File: src/rtl/pwm255_pkg.sv
package pwm255_pkg;

    localparam int DATA_W = 8;

    typedef enum logic [1:0] {
        ADDR_PRESCALE = 2'd0,
        ADDR_COMPARE  = 2'd1,
        ADDR_CONTROL  = 2'd2
    } reg_sel_e;

    localparam int CTL_ENABLE = 0;
    localparam int CTL_IRQ_EN = 1;
    localparam int CTL_CLEAR  = 2;

    typedef struct packed {
        logic drive_pwm;
        logic irq_en;
    } ctl_t;

    function automatic logic level_for(input logic [DATA_W-1:0] cnt,
                                       input logic [DATA_W-1:0] cmp);
        return (cnt >= cmp);
    endfunction

endpackage

File: src/rtl/pwm255_prescale.sv
module pwm255_prescale #(
    parameter int W = 8
) (
    input  logic         clk,
    input  logic         rst,
    input  logic         run,
    input  logic [W-1:0] psc,
    output logic         step
);
    logic         phase;
    logic [W-1:0] div_cnt;
    logic         div_done;

    assign div_done = (div_cnt >= psc);
    assign step     = run & phase & div_done;

    always_ff @(posedge clk) begin
        if (rst) begin
            phase   <= 1'b0;
            div_cnt <= '0;
        end else if (run) begin
            phase <= ~phase;
            if (phase) begin
                div_cnt <= div_done ? '0 : div_cnt + 1'b1;
            end
        end
    end

    a_r2_step_gap: assert property (@(posedge clk) disable iff (rst)
        step |=> !step);

    a_r7_no_step_halted: assert property (@(posedge clk) disable iff (rst)
        !run |-> !step);
endmodule

File: src/rtl/pwm255_counter.sv
module pwm255_counter #(
    parameter int W = 8
) (
    input  logic         clk,
    input  logic         rst,
    input  logic         step,
    output logic [W-1:0] cnt,
    output logic         wrap
);
    localparam logic [W-1:0] TOP = W'((1 << W) - 2);

    assign wrap = step && (cnt == TOP);

    always_ff @(posedge clk) begin
        if (rst) begin
            cnt <= '0;
        end else if (step) begin
            cnt <= wrap ? '0 : cnt + 1'b1;
        end
    end

    a_r1_cnt_range: assert property (@(posedge clk) disable iff (rst)
        cnt <= TOP);

    a_r1_wrap_zero: assert property (@(posedge clk) disable iff (rst)
        wrap |=> cnt == '0);

    a_r7_hold_no_step: assert property (@(posedge clk) disable iff (rst)
        !step |=> $stable(cnt));
endmodule

File: src/rtl/pwm255_gen.sv
module pwm255_gen
    import pwm255_pkg::*;
#(
    parameter int W = DATA_W
) (
    input  logic         clk,
    input  logic         rst,
    input  logic         reg_wr,
    input  logic [1:0]   reg_addr,
    input  logic [W-1:0] reg_wdata,
    input  logic         halt,
    input  logic         gpio_out,
    output logic         pwm_pin,
    output logic         irq
);
    logic [W-1:0] psc_q;
    logic [W-1:0] cmp_next_q;
    logic [W-1:0] cmp_act_q;
    ctl_t         ctl_q;
    logic         ovf_q;
    logic         step;
    logic         wrap;
    logic [W-1:0] cnt;
    logic         wr_ctl;

    assign wr_ctl = reg_wr && (reg_sel_e'(reg_addr) == ADDR_CONTROL);

    pwm255_prescale #(.W(W)) u_psc (
        .clk  (clk),
        .rst  (rst),
        .run  (!halt),
        .psc  (psc_q),
        .step (step)
    );

    pwm255_counter #(.W(W)) u_cnt (
        .clk  (clk),
        .rst  (rst),
        .step (step),
        .cnt  (cnt),
        .wrap (wrap)
    );

    always_ff @(posedge clk) begin
        if (rst) begin
            psc_q      <= '0;
            cmp_next_q <= '0;
            ctl_q      <= '0;
        end else if (reg_wr) begin
            case (reg_sel_e'(reg_addr))
                ADDR_PRESCALE: psc_q      <= reg_wdata;
                ADDR_COMPARE:  cmp_next_q <= reg_wdata;
                ADDR_CONTROL: begin
                    ctl_q.drive_pwm <= reg_wdata[CTL_ENABLE];
                    ctl_q.irq_en    <= reg_wdata[CTL_IRQ_EN];
                end
                default: ;
            endcase
        end
    end

    always_ff @(posedge clk) begin
        if (rst) begin
            cmp_act_q <= '0;
        end else if (wrap) begin
            cmp_act_q <= cmp_next_q;
        end
    end

    always_ff @(posedge clk) begin
        if (rst) begin
            ovf_q <= 1'b0;
        end else if (wrap) begin
            ovf_q <= 1'b1;
        end else if (wr_ctl && reg_wdata[CTL_CLEAR]) begin
            ovf_q <= 1'b0;
        end
    end

    always_ff @(posedge clk) begin
        if (rst) begin
            pwm_pin <= 1'b0;
        end else if (halt) begin
            pwm_pin <= 1'b1;
        end else if (ctl_q.drive_pwm) begin
            pwm_pin <= level_for(cnt, cmp_act_q);
        end else begin
            pwm_pin <= gpio_out;
        end
    end

    assign irq = ovf_q & ctl_q.irq_en;

    a_r7_halt_high: assert property (@(posedge clk) disable iff (rst)
        halt |=> pwm_pin);

    a_r6_gpio_follow: assert property (@(posedge clk) disable iff (rst)
        (!ctl_q.drive_pwm && !halt) |=> pwm_pin == $past(gpio_out));

    a_r4_const_low: assert property (@(posedge clk) disable iff (rst)
        (ctl_q.drive_pwm && !halt && cmp_act_q == '1) |=> !pwm_pin);

    a_r4_const_high: assert property (@(posedge clk) disable iff (rst)
        (ctl_q.drive_pwm && cmp_act_q == '0) |=> pwm_pin);

    a_r5_cmp_at_wrap: assert property (@(posedge clk) disable iff (rst)
        !wrap |=> $stable(cmp_act_q));

    a_r8_flag_set: assert property (@(posedge clk) disable iff (rst)
        wrap |=> ovf_q);

    a_r8_flag_sticky: assert property (@(posedge clk) disable iff (rst)
        (ovf_q && !wr_ctl) |=> ovf_q);
endmodule

File: config.mk
export PLATFORM = sky130hd
export DESIGN_NAME = pwm255_gen
export DESIGN_NICKNAME = d
export VERILOG_FILES = /design/src/rtl/pwm255_pkg.sv /design/src/rtl/pwm255_prescale.sv /design/src/rtl/pwm255_counter.sv /design/src/rtl/pwm255_gen.sv
export SDC_FILE = /design/constraint.sdc
export NUM_CORES = 1
export LEC_CHECK = 0
export ABC_AREA = 1
export ABC_CLOCK_PERIOD_IN_PS = 1970
export BUFFER_PORTS_ARGS = -buffer_cell sky130_fd_sc_hd__buf_2
export CAP_MARGIN = 20
export CORE_UTILIZATION = 53
export DETAILED_ROUTE_END_ITERATION = 8
export PLACE_DENSITY = 0.83
export RECOVER_POWER = 100
export SETUP_SLACK_MARGIN = 0.4
export SYNTH_ARGS = -nofsm -noshare
export SYNTH_HDL_FRONTEND = slang
export SYNTH_HIERARCHICAL = 1
export SYNTH_SLANG_ARGS = --single-unit
File: constraint.sdc
create_clock -name clk -period 1.97 [get_ports clk]
set_input_delay 0 -clock clk [delete_from_list [all_inputs] [get_ports clk]]
set_output_delay 0 -clock clk [all_outputs]
set_load 0.1 [all_outputs]
Word level (Yosys, flattened, before mapping)
Cells that the tools add are included.

operators by class
  add/subtract/negate cells = 2
  $lt $le $gt $ge = 2
  equal/unequal tests = 3
  mux-type cells = 6
  bitwise gates (word level) = 5
  reduce and logical (&&, ||, !) cells = 10

operators with widths
  operator             number
  $add 8x1->8 const B  2
  $ge 8x8->1           2
  $mux 8               2
  $eq 8x8->1 const B   1
  $reduce_and 2->1     4
  $mux 1               4
  $and 1x1->1          3
  $logic_and 1x1->1    3
  $eq 2x1->1 const B   1
  $eq 2x2->1 const B   1
  $logic_not 2->1      1
  $not 1->1            2
  $reduce_bool 2->1    1
  $logic_not 1->1      1

word-level totals
  flip-flop bits (word level) = 45
  output and inout bits = 2
  logic and storage cells = 38

Longest topological paths before layout
  depth in word-level cells = 5
  gate-level depth with buffers = 19
  mapped depth without buffers = 18

Hierarchy
Netlist, hierarchy kept.

by module, submodules not included
  module           instances  cells an instance  area an instance (um^2)
  pwm255_gen       1          157                1219.9
  pwm255_prescale  1          96                 658.1
  pwm255_counter   1          56                 435.4

Least setup slack after synthesis
No wires, ideal clock.

  kind = register -> register
  start = reg psc_q[7]
  end = reg cmp_act_q[1]
  setup time = 0.086 ns
  arrival = 1.986 ns
  required time = 1.884 ns
  setup slack = -0.102 ns
  cell stages (with the launch flop) = 16
  path buffers = 1
  clock period less this slack = 2.072 ns
  cells stage by stage = dfxtp_1 > inv_1 > ha_1 > nand2_1 > nor2_1 > nand4_1 > nand3_1 > nand2_1 > inv_2 > nand2_1 > nor2_1 > nand2_4 > inv_1 > inv_1 > buf_2 > a211oi_1

between the ends
  longest elaborated chain between the ends = 3

RTL lines
  what                    RTL line               text
  start, declared         pwm255_gen.sv:16       logic [W-1:0] psc_q;
  start signal, assigned  pwm255_gen.sv:51       ADDR_PRESCALE: psc_q <= reg_wdata;
  $ge 8x8->1              pwm255_prescale.sv:14  assign div_done = (div_cnt >= psc);
  $and 1x1->1             pwm255_prescale.sv:15  assign step = run & phase & div_done;
  via step                pwm255_gen.sv:21       logic step;
  $logic_and 1x1->1       pwm255_counter.sv:12   assign wrap = step && (cnt == TOP);
  via wrap                pwm255_gen.sv:22       logic wrap;
  end signal, assigned    pwm255_gen.sv:66       cmp_act_q <= cmp_next_q;
  end, declared           pwm255_gen.sv:18       logic [W-1:0] cmp_act_q;

The timed path passes the listed nets, and every way through them passes these cells.
A chain may end at the register's enable or synchronous reset.

Worst setup path after layout
  start = reg psc_q[3]
  end = reg cmp_act_q[3]

Same word-level chain as after synthesis.

==> summary.txt <==
Placement
  – Routability-driven placement congestion ratio: 0.8157
  – Number of buffer cells added on primary ports: 16
  – Cell area reported after detailed placement: 2526 sq um
  – Total half-perimeter wirelength after legalization and detailed placement: 3464 microns
  – Placed Cells incl. Taps: 374

Yosys
  – Mapped Nets: 343
  – Cell Area, Synth: 2313 sq um
  – Largest area contributor in the synthesized netlist: dfxtp_1
  – Number of standard cells after synthesis: 309
  – Number of different library cells in the post-synthesis netlist: 29
  – Post-synthesis register bit count: 45
  – Portion of the post-synthesis area used by sequential elements: 38.94%
  – Syn avg cell area: 7.487 sq um
  – Synth top area share: 38.94%
  – Count of yosys warnings during synthesis: 6
  – Primary FF master, synth: dfxtp_1
  – Commonest cells in the synthesized netlist: nand2_1 (68), dfxtp_1 (45), inv_1 (44)
  – EDFF count, synth: 0
  – Ys async rst share: 0%
  – Largest cells by area after synthesis: dfxtp_1 (39%), nand2_1 (11%), ha_1 (10%), inv_1 (7.1%), a21oi_1 (5.8%)
  – Library cell with the highest instance count after synthesis: nand2_1

Critical path
  – Number of buffers and inverters on the critical path: 5
  – Largest stage delay, worst path: 0.34 ns
  – Critical path's top delay family: simple AND/OR/NAND/NOR gates
  – Data arrival, critical path: 2.12 ns
  – Slowest cell on the critical path: dfxtp_2
  – Data required, critical path: 2.20 ns
  – Critical path launch point type: flip-flop
  – Capturing element type of the critical path: flip-flop
  – Critical path fanouts, max: 8
  – Path type of the worst setup path: reg2reg
  – Chain of cells forming the critical path: inv_2 -> ha_4 -> nand2_2 -> inv_2 -> nand2_2 -> nand2_1 -> nand2_1 -> nand3_2 -> nand2_1 -> inv_2 -> nand2_2 -> nor2_4 -> nand2_4 -> inv_8 -> inv_12 -> a211oi_2
  – Worst-case register-to-register setup slack: 0.07 ns

Floorplanning
  – Starting utilization of the core area: 56.61%
  – Total Die Area: 4634 sq um
  – Placement Rows: 23
  – Height of the chip: 68.07 microns
  – Horizontal extent of the die: 68.07 microns
  – # IOs: 17
  – Core footprint: 4086 sq um

Clock tree
  – TritonCTS clock tree: done
  – Clock insertion delay at the later pin of the skew report: 0.31 ns
  – Total CTS buffers: 5
  – Max Buffers Root-to-Sink: 2
  – # clock sinks: 45
  – CTS root buf: clkbuf_8
  – Worst-path clk slew: 0.08 ns
  – # H-tree levels: 2

Final layout
  – Area of combinational cells with multiple inputs: 1506 sq um
  – Post-route non-filler standard cell count: 396
  – Proportion of layout cells with a drive suffix above 1: 34.68%
  – Area of all placed cells without fillers: 3032 sq um
  – Number of antenna diodes: 0
  – Core utilization of the finished layout: 74.19%
  – Relative area change from synthesis to final layout: 31.04%
  – Count of fill cells added during filler insertion: 294
  – Combined flip-flop and latch cell area: 915.9 sq um
  – Final net count: 380

Timing
  – Minimum clock period: 1.897 ns
  – RSZ-0062 raised after global routing: true
  – Count of final hold-check violations: 0
  – Max Slew Vio Count: 0
  – Post-Route Skew: 0.007186 ns
  – Portion of the clock cycle consumed by the worst path in the final layout: 96.28%
  – Number of setup violations in the final report: 0
  – Worst relative slew slack: 22.30%
  – Worst-margin pin slew: 1.170 ns
  – Peak Freq: 527.2 MHz
  – Total negative slack: 0 ns

Drt
  – Detailed-route DRC error count: 0
  – TritonRoute pass-1 iters: 4
  – DRT antenna net count: 0
  – Routed length per instance: 15.38 microns
  – Vias: 2,209
  – First DRT Iteration DRCs: 146
  – Detailed-route vias per instance: 5.578
  – Total wire length: 6091 microns

Power and ir drop
  – Pwr Density: 582.0 nW/um^2
  – Standby leakage power: 1.268 nW
  – Maximum VDD drop: 0.5769 mV

GRT
  – Met1 layer usage reported by global route: 29.05%
  – Number of global-route vias before repair: 1,987
  – Met3 Track Usage GR: 6.500%
  – Pin count of the biggest net entering global routing: 29
  – Total routing resource utilization after global routing: 26.42%
  – Met2 GRT Util: 47.79%
  – Final global-route overflow total: 0
  – Most Used Layer, Global Route: met2
  – Wire length of the first global-routing pass: 8852 microns
  – Number of antenna violations at the first check in global routing: 0

Status
  – Run status: completed

Worst hold path
  – Worst hold-check path type: in2reg

Flow run
  – Maximum Capacitance Violations: 0
[tightest hold or removal path: cells and delay by family]
kind | cells | cell delay, ns
buffers and inverters | 1 | 0.13
AND/OR/NAND/NOR | 1 | 0.08
AO/OA/AOI/OAI | 1 | 0.06
[layout make-up]
cell class | count | area share [%]
Clock inverter | 1 | 0.2476
Clock buffer | 6 | 2.724
Inverter | 48 | 6.686
Tap cell | 50 | 2.064
Sequential cell | 45 | 30.21
Timing Repair inverter | 1 | 0.3714
Timing Repair Buffer | 33 | 8.007
Multi-Input combinational cell | 212 | 49.69
[through the flow]
stage | worst slack [ns] | hold slack, ns | total power, mW
6_report | 0.07322 | 0.01251 | 1.764
5_1_grt | -0.07972 | -0.0007626 | 1.834
4_1_cts | 0.1305 | 0.001797 | 1.728
3_5_place_dp | 0.005382 | 0.2739 | 1.121
3_3_place_gp | 0.06395 | 0.2691 | 1.116
2_1_floorplan | 0.08102 | 0.07931 | 1.070
[cells in the final DEF, fill, tap and decap left out, drive strengths merged]
cell type,n
xor2,1
o21a,1
nand2,72
a31oi,1
dlygate4sd3,8
dfxtp,45
a211oi,10
xnor2,1
o21ai,8
a21o,1
inv,49
nand4,5
nand3,21
clkinvlp,1
buf,22
or2,2
clkbuf,9
nor2,39
nor3,4
ha,19
a21oi,27
[registers in the layout (all words and copies together) (netlist names)]
name,flops
cmp_act_q,8
cmp_next_q,8
ctl_q,2
ovf_q,1
psc_q,8
pwm_pin,1
u_cnt/cnt,8
u_psc/div_cnt,8
u_psc/phase,1
[metal layers]
metal	up-vias	part of all wire (%)
met3	21	3.9
met2	66	54
met4	0	3.2
met1	1054	39
met5	-	0
li1	1068	-
[kinds of logic (layout without fill, tap and decap cells)]
kind of cell	Yosys count	after routing	share of synthesized area (%)
AO/OA/AOI/OAI	48	48	12.49
XOR/XNOR	2	2	0.7573
adder cells (fa/ha/maj)	19	19	10.28
buffers and inverters	52	89	8.707
flip-flops	45	45	38.94
AND/OR/NAND/NOR	143	143	28.83
[worst paths after layout]
path,start,to,cells past startpoint
setup / recovery,psc_q[3],cmp_act_q[3],16
hold / removal,reg_addr[1],ctl_q[0],3
setup reg to reg,psc_q[3],cmp_act_q[3],16
hold reg to reg,ctl_q[0],ctl_q[0],2
[power breakdown]
part / internal, mW / switching (mW) / leakage (nW)
registers: 0.931 / 0.0195 / 0.370
clock network: 0.277 / 0.319 / 0.0433
logic: 0.0857 / 0.132 / 0.854
[repair_timing]
action                                  4_1_cts  5_1_grt
hold buffers                                  8        0
setup buffers                                 4        2
endpoints found under the setup margin       17       24
resized for setup                            41       40
endpoints found under the hold margin        16        0
pin swaps                                    15       21
gates cloned                                  1        0
Power figures use the tool's default switching activity.
